**config.mk**
```make
export PLATFORM = sky130hd
export DESIGN_NAME = mem_reclaim_remap
export DESIGN_NICKNAME = d
export VERILOG_FILES = /design/src/rtl/remap_pkg.sv /design/src/rtl/remap_cfg_regs.sv /design/src/rtl/remap_classify.sv /design/src/rtl/mem_reclaim_remap.sv
export SDC_FILE = /design/constraint.sdc
export NUM_CORES = 1
export LEC_CHECK = 0
export BUFFER_PORTS_ARGS = -buffer_cell sky130_fd_sc_hd__buf_2
export CORE_ASPECT_RATIO = 0.5
export CORE_MARGIN = 5
export CORE_UTILIZATION = 40
export CTS_BUF_LIST = sky130_fd_sc_hd__clkbuf_4
export DETAILED_ROUTE_END_ITERATION = 10
export SLEW_MARGIN = 20
export SYNTH_ARGS = -nofsm -noshare
export SYNTH_HDL_FRONTEND = slang
export SYNTH_SLANG_ARGS = --single-unit
```
**constraint.sdc**
```tcl
create_clock -name clk -period 3.3 [get_ports clk]
set_clock_uncertainty 0.1 [all_clocks]
set_input_delay 0.33 -clock clk [delete_from_list [all_inputs] [get_ports clk]]
set_output_delay 0.33 -clock clk [all_outputs]
set_load 0.005 [all_outputs]
```
**src/rtl/remap_pkg.sv**
```systemverilog
package remap_pkg;
  localparam int unsigned PA_W     = 33;  // request address width (8 GB)
  localparam int unsigned MB_LSB   = 20;  // 1 MB granularity
  localparam int unsigned ALIGN_MB = 6;   // 64 MB = 2^6 MB
  localparam int unsigned MB_W     = PA_W - MB_LSB;
  localparam int unsigned LOW_W    = MB_W - 1;

  typedef enum logic [1:0] {
    TGT_DRAM  = 2'b00,
    TGT_REMAP = 2'b01,
    TGT_MMIO  = 2'b10,
    TGT_UNMAP = 2'b11
  } tgt_e;

  typedef enum logic [2:0] {
    SEL_LOW  = 3'd0,
    SEL_UP   = 3'd1,
    SEL_BASE = 3'd2,
    SEL_LIM  = 3'd3,
    SEL_CTRL = 3'd4
  } sel_e;

  // Alignment rule for the low boundary under a given reclaim mode.
  function automatic logic low_ok(input logic en, input logic [LOW_W-1:0] low_mb);
    return !en || (low_mb[ALIGN_MB-1:0] == '0);
  endfunction

  // Fold a window address onto the DRAM behind the IO hole.
  function automatic logic [PA_W-1:0] fold_addr(input logic [PA_W-1:0] addr,
                                                input logic [MB_W-1:0] base_mb,
                                                input logic [LOW_W-1:0] low_mb);
    logic [PA_W-1:0] base_b, low_b;
    base_b = {base_mb, {MB_LSB{1'b0}}};
    low_b  = {1'b0, low_mb, {MB_LSB{1'b0}}};
    return addr - base_b + low_b;
  endfunction
endpackage

```
**src/rtl/remap_cfg_regs.sv**
```systemverilog
module remap_cfg_regs
  import remap_pkg::*;
#(
  parameter int unsigned M_W = MB_W,
  parameter int unsigned L_W = LOW_W
) (
  input  logic           clk,
  input  logic           rst,
  input  logic           we,
  input  logic [2:0]     sel,
  input  logic [M_W-1:0] wdata,
  output logic [L_W-1:0] low_mb,
  output logic [M_W-1:0] up_mb,
  output logic [M_W-1:0] base_mb,
  output logic [M_W-1:0] lim_mb,
  output logic           rcl_en,
  output logic           cfg_err
);
  logic wr_low, wr_ctrl, low_bad, en_bad, wr_reject;

  assign wr_low    = we && (sel == SEL_LOW);
  assign wr_ctrl   = we && (sel == SEL_CTRL);
  assign low_bad   = wr_low && !low_ok(rcl_en, wdata[L_W-1:0]);
  assign en_bad    = wr_ctrl && wdata[0] && !low_ok(1'b1, low_mb);
  assign wr_reject = low_bad || en_bad;

  always_ff @(posedge clk) begin
    if (rst) begin
      low_mb  <= '0;
      up_mb   <= '0;
      base_mb <= '0;
      lim_mb  <= '0;
      rcl_en  <= 1'b0;
      cfg_err <= 1'b0;
    end else begin
      if (wr_reject) cfg_err <= 1'b1;
      if (we && !wr_reject) begin
        case (sel)
          SEL_LOW:  low_mb  <= wdata[L_W-1:0];
          SEL_UP:   up_mb   <= wdata;
          SEL_BASE: base_mb <= wdata;
          SEL_LIM:  lim_mb  <= wdata;
          SEL_CTRL: rcl_en  <= wdata[0];
          default:  ;
        endcase
      end
    end
  end

  // an enabled reclaim never coexists with an unaligned boundary
  p_en_aligned_r6: assert property (@(posedge clk) disable iff (rst)
    rcl_en |-> (low_mb[ALIGN_MB-1:0] == '0));
  // refused write keeps the boundary and the enable
  p_reject_keeps_r6: assert property (@(posedge clk) disable iff (rst)
    wr_reject |=> ($stable(low_mb) && $stable(rcl_en)));
  // error flag is sticky
  p_err_sticky_r6: assert property (@(posedge clk) disable iff (rst)
    cfg_err |=> cfg_err);
endmodule

```
**src/rtl/remap_classify.sv**
```systemverilog
module remap_classify
  import remap_pkg::*;
#(
  parameter int unsigned A_W = PA_W,
  parameter int unsigned M_W = MB_W,
  parameter int unsigned L_W = LOW_W
) (
  input  logic [A_W-1:0] addr,
  input  logic [L_W-1:0] low_mb,
  input  logic [M_W-1:0] up_mb,
  input  logic [M_W-1:0] base_mb,
  input  logic [M_W-1:0] lim_mb,
  input  logic           rcl_en,
  output tgt_e           tgt,
  output logic [A_W-1:0] phys,
  output logic           below_low,
  output logic           below_4g,
  output logic           in_window,
  output logic           above_up
);
  localparam logic [M_W-1:0] FOUR_G_MB = {1'b1, {L_W{1'b0}}};

  logic [M_W-1:0] addr_mb;
  assign addr_mb   = addr[A_W-1:A_W-M_W];
  assign below_low = addr_mb < {1'b0, low_mb};
  assign below_4g  = addr_mb < FOUR_G_MB;
  assign in_window = rcl_en && (addr_mb >= base_mb) && (addr_mb <= lim_mb);
  assign above_up  = addr_mb >= up_mb;

  always_comb begin
    phys = addr;
    if (below_low)      tgt = TGT_DRAM;
    else if (below_4g)  tgt = TGT_MMIO;
    else if (in_window) begin
      tgt  = TGT_REMAP;
      phys = fold_addr(addr, base_mb, low_mb);
    end
    else if (above_up)  tgt = TGT_UNMAP;
    else                tgt = TGT_DRAM;
  end
endmodule

```
**src/rtl/mem_reclaim_remap.sv**
```systemverilog
module mem_reclaim_remap
  import remap_pkg::*;
#(
  parameter int unsigned A_W = PA_W,
  parameter int unsigned M_W = MB_W,
  parameter int unsigned L_W = LOW_W
) (
  input  logic           clk,
  input  logic           rst,
  input  logic           cfg_we,
  input  logic [2:0]     cfg_sel,
  input  logic [M_W-1:0] cfg_wdata,
  output logic           cfg_err,
  input  logic           req_valid,
  input  logic [A_W-1:0] req_addr,
  output logic           rsp_valid,
  output logic [A_W-1:0] rsp_addr,
  output logic [1:0]     rsp_target
);
  localparam logic [M_W-1:0] FOUR_G_MB = {1'b1, {L_W{1'b0}}};

  logic [L_W-1:0] low_mb;
  logic [M_W-1:0] up_mb, base_mb, lim_mb;
  logic           rcl_en;
  tgt_e           cls_tgt;
  logic [A_W-1:0] cls_phys;
  logic           hit_low, hit_4g, hit_win, hit_up;

  remap_cfg_regs #(.M_W(M_W), .L_W(L_W)) u_cfg (
    .clk(clk), .rst(rst), .we(cfg_we), .sel(cfg_sel), .wdata(cfg_wdata),
    .low_mb(low_mb), .up_mb(up_mb), .base_mb(base_mb), .lim_mb(lim_mb),
    .rcl_en(rcl_en), .cfg_err(cfg_err)
  );

  remap_classify #(.A_W(A_W), .M_W(M_W), .L_W(L_W)) u_cls (
    .addr(req_addr), .low_mb(low_mb), .up_mb(up_mb), .base_mb(base_mb),
    .lim_mb(lim_mb), .rcl_en(rcl_en), .tgt(cls_tgt), .phys(cls_phys),
    .below_low(hit_low), .below_4g(hit_4g), .in_window(hit_win), .above_up(hit_up)
  );

  always_ff @(posedge clk) begin
    if (rst) begin
      rsp_valid  <= 1'b0;
      rsp_addr   <= '0;
      rsp_target <= TGT_DRAM;
    end else begin
      rsp_valid <= req_valid;
      if (req_valid) begin
        rsp_addr   <= cls_phys;
        rsp_target <= cls_tgt;
      end
    end
  end

  // one-cycle valid latency
  p_lat_hi_r8: assert property (@(posedge clk) disable iff (rst)
    req_valid |=> rsp_valid);
  p_lat_lo_r8: assert property (@(posedge clk) disable iff (rst)
    !req_valid |=> !rsp_valid);
  // no remap while reclaim is off
  p_no_remap_r5: assert property (@(posedge clk) disable iff (rst)
    (req_valid && !rcl_en) |=> (rsp_target != TGT_REMAP));
  // IO results always lie below 4 GB
  p_mmio_low_r2: assert property (@(posedge clk) disable iff (rst)
    (rsp_valid && rsp_target == TGT_MMIO) |-> (rsp_addr[A_W-1:A_W-M_W] < FOUR_G_MB));
  // unmapped results lie at or above the upper top seen at capture
  p_unmap_high_r4: assert property (@(posedge clk) disable iff (rst)
    (rsp_valid && rsp_target == TGT_UNMAP) |-> (rsp_addr[A_W-1:A_W-M_W] >= $past(up_mb)));
  // a below-low hit stays DRAM-direct whatever the window says
  p_low_wins_r1: assert property (@(posedge clk) disable iff (rst)
    (req_valid && hit_low) |=> (rsp_target == TGT_DRAM && rsp_addr == $past(req_addr)));
endmodule

```
==> flow_summary_export.csv <==
group,metric,value,unit
critical_path,critPathMaxFanout,3,
layout,n_fill_cell,1817,
power,powerDensity,343,mW/mm^2
logic_synthesis,syn_avg_cell_area,8.14,sq um
sta,finalHoldViolations,0,
floorplan,io_pins,90,
global_routing,groute.usage.overall,18.7,%
floorplan,rows,34,
sta,tightest_slew,0.788,ns
logic_synthesis,synthFlopType,"dfxtp_1",
sta,fin_crit_sh,95.8,%
routing,viasPerCell,5.29,
layout,multi_input_area,0.00466,sq mm
logic_synthesis,synth_adder_area_share,17.8,%
layout,ff_latch_area,0.00178,sq mm
logic_synthesis,syn-cell-area,0.00704,sq mm
logic_synthesis,synth-seq-cells,89,
global_routing,overflow,0,
floorplan,dieArea,0.0205,sq mm
hold_path,min_from,"req_addr[9]",
routing,drt_iter0_drc,320,
global_routing,grt_pass1_wl,31600,microns
sta,fmax,0.316,GHz
layout,layout_commonest_cell,"inv_1",
clock_tree,path_clk_slew,0.17,ns
routing,ant_nets,0,
sta,setup_violations,0,
clock_tree,post_cts_buffers,0,
sta,slew_viol_final,0,
global_routing,grt_antenna_before_repair,0,
logic_synthesis,synth-compound-area-share,20.1,%
logic_synthesis,syn_nets,1011,
global_routing,grt_pass1_vias,6160,
layout,diodes,0,
clock_tree,cts_tree,"done",
layout,drive_gt1_share,16.6,%
critical_path,rr_worst_depth,12,
clock_tree,clockBufferDepth,2,
logic_synthesis,synth_xor_xnor_area_share,2.98,%
sta,fin_tns_setup,0,ns
logic_synthesis,yosys_warnings,0,
clock_tree,cts_sinks,89,
hold_path,hold_path.class,"in2reg",
logic_synthesis,netlist_instances,865,
run_status,status,"finished, final reports clean",
logic_synthesis,synth_mux_area_share,8.81,%
floorplan,core,0.0173,sq mm
clock_tree,clock_latency,0.47,ns
logic_synthesis,synth-simple-area-share,16.3,%
logic_synthesis,ys_seq_area_share,25.3,%
run,drv_cap,0,
critical_path,critPathRequiredTime,3.58,ns
routing,routedWlPerCell,16.1,microns
layout,mostFrequentLayoutCells,"inv_1 (114), nor2_1 (108), buf_2 (89), dfxtp_1 (89), ha_1 (80)",
placed_design,io_buffers,89,
power,p_leak,3.99,nW
global_routing,grt_max_degree,62,
sta,period_needed,3.16,ns
floorplan,die-width,198,microns
sta,rsz0062_at_grt,"no",
critical_path,cp-start-kind,"flip-flop",
layout,final_nets,1103,
critical_path,r2r_setup_slack,0.14,ns
clock_tree,cts-root-buf,"clkbuf_4",
clock_tree,numCtsBuffers,9,
critical_path,criticalPathCategory,"reg2reg",
critical_path,crit_arrival,3.44,ns
routing,num_vias,6331,
logic_synthesis,yosys.cell_types.count,70,
logic_synthesis,synth_top_family_by_area,"compound AO/OA/AOI/OAI gates",
routing,firstDrtPassIters,5,
routing,drt_wl_total,19300,microns
clock_tree,htreeDepth,3,
sta,max_slew_margin,47.4,%
logic_synthesis,async_flop_share,0,%
layout,area_growth,13.9,%
critical_path,startpoint,"u_cfg.low_mb[3]$_SDFFE_PP0P_",
power,finalPower,2.75,mW
critical_path,cp-endpoint,"rsp_addr[32]$_SDFFE_PP0P_",
placed_design,dpl.hpwl,15200,microns
logic_synthesis,synth_edf_count,0,
floorplan,initial_utilization,40.7,%
power,max-vdd-ir-drop,171,uV
critical_path,timing.rr.end,"rsp_addr[32]$_SDFFE_PP0P_",
hold_path,hold_depth,3,
placed_design,place.gp.congestion,0.895,
floorplan,die_h,104,microns
critical_path,reg2reg_from,"u_cfg.low_mb[3]$_SDFFE_PP0P_",
routing,drc,0,
critical_path,crit_path_end_kind,"flip-flop",
[worst min path at each step]
| stage | slack [ns] | end |
|---|---|---|
| global route | 0.01 | u_cfg.low_mb[11]$_SDFFE_PP0P_ |
| floorplan | 0.34 | u_cfg.cfg_err$_SDFFE_PP0P_ |
| finish | 0.03 | rsp_addr[9]$_SDFFE_PP0P_ |
| global placement | 0.34 | u_cfg.cfg_err$_SDFFE_PP0P_ |
| CTS | 0.0009 | u_cfg.low_mb[7]$_SDFFE_PP0P_ |
| detailed placement | 0.34 | rsp_target[0]$_SDFFE_PP0P_ |
[worst max-delay path, cell delays in order (launching register included)]
cell and delay (ns):
dfxtp_1 0.40, inv_1 0.09, fa_1 0.50, inv_1 0.04, ha_1 0.31, a21o_1 0.22, a21o_1 0.18, a21oi_1 0.25
nor3b_1 0.22, o311ai_1 0.16, a31oi_1 0.25, xnor2_1 0.09, a311oi_1 0.25
[timing repair]
action	CTS	global route
gates resized for setup	0	2
hold buffers	2	0
hold endpoints to repair	4	0
endpoints found under the setup margin	0	2
[through the flow]
step,utilization [%],hold WS [ns],area (sq um),worst slack (ns),cells
after floorplan,-,0.342,7040,0.357,865
after global placement,45.2,0.338,7830,0.181,1178
after detailed placement,45.2,0.342,7830,0.0831,1178
after CTS,46.3,0.000885,8010,0.164,1196
after global routing,46.3,0.0121,8020,0.0323,1196
final,46.3,0.0323,8020,0.137,1196
[report_power, final]
part | total [mW] | switching (mW) | internal [mW]
registers | 1.14 | 0.0240 | 1.12
logic | 0.886 | 0.510 | 0.377
clock network | 0.722 | 0.467 | 0.255
total | 2.75 | 1.00 | 1.75
[logic make-up (layout without fill, tap and decap cells)]
logic type	count (synthesis)	count (layout)
AO/OA/AOI/OAI	207	207
XOR/XNOR	24	24
adder cells (fa/ha/maj)	93	93
buffers and inverters	153	250
flip-flops	89	89
multiplexers	62	62
AND/OR/NAND/NOR	237	237
[flip-flops by register name, summed over array words and instances (netlist names)]
register	cells
rsp_addr	33
rsp_target	2
rsp_valid	1
u_cfg.base_mb	13
u_cfg.cfg_err	1
u_cfg.lim_mb	13
u_cfg.low_mb	12
u_cfg.rcl_en	1
u_cfg.up_mb	13
[routing by layer]
| layer | vias to the layer above | wire, microns | GRT usage [%] |
|---|---|---|---|
| met5 | - | 0 | 0 |
| li1 | 3203 | - | - |
| met3 | 14 | 848 | 3.18 |
| met4 | 0 | 193 | 3.68 |
| met2 | 129 | 8220 | 28.4 |
| met1 | 2985 | 10000 | 27.8 |
[synthesized netlist by cell type (all sizes together) (7+ instances only)]
master,count,area share [%]
nor2,110,6.0
o21ai,21,1.7
nand2,39,2.1
nand4,12,1.3
mux2i,62,8.8
a21o,27,2.9
a211oi,25,2.8
nor3,14,0.99
dfxtp,89,25
ha,81,14
o21a,10,1.1
buf,17,1.4
xnor2,15,1.9
inv,114,6.1
a21oi,72,5.1
xor2,9,1.1
nand3,16,1.4
clkbuf,22,1.2
fa,12,3.4
nand2b,7,0.62
[final cells by class]
cell class / count / share of cell area, %
multi-input combinational: 623 / 58.1
sequential: 89 / 22.2
timing repair buffer: 120 / 8.68
inverter: 114 / 5.34
tap: 234 / 3.65
clock inverter: 7 / 1.19
clock buffer: 9 / 0.843
Power figures use the tool's default switching activity.
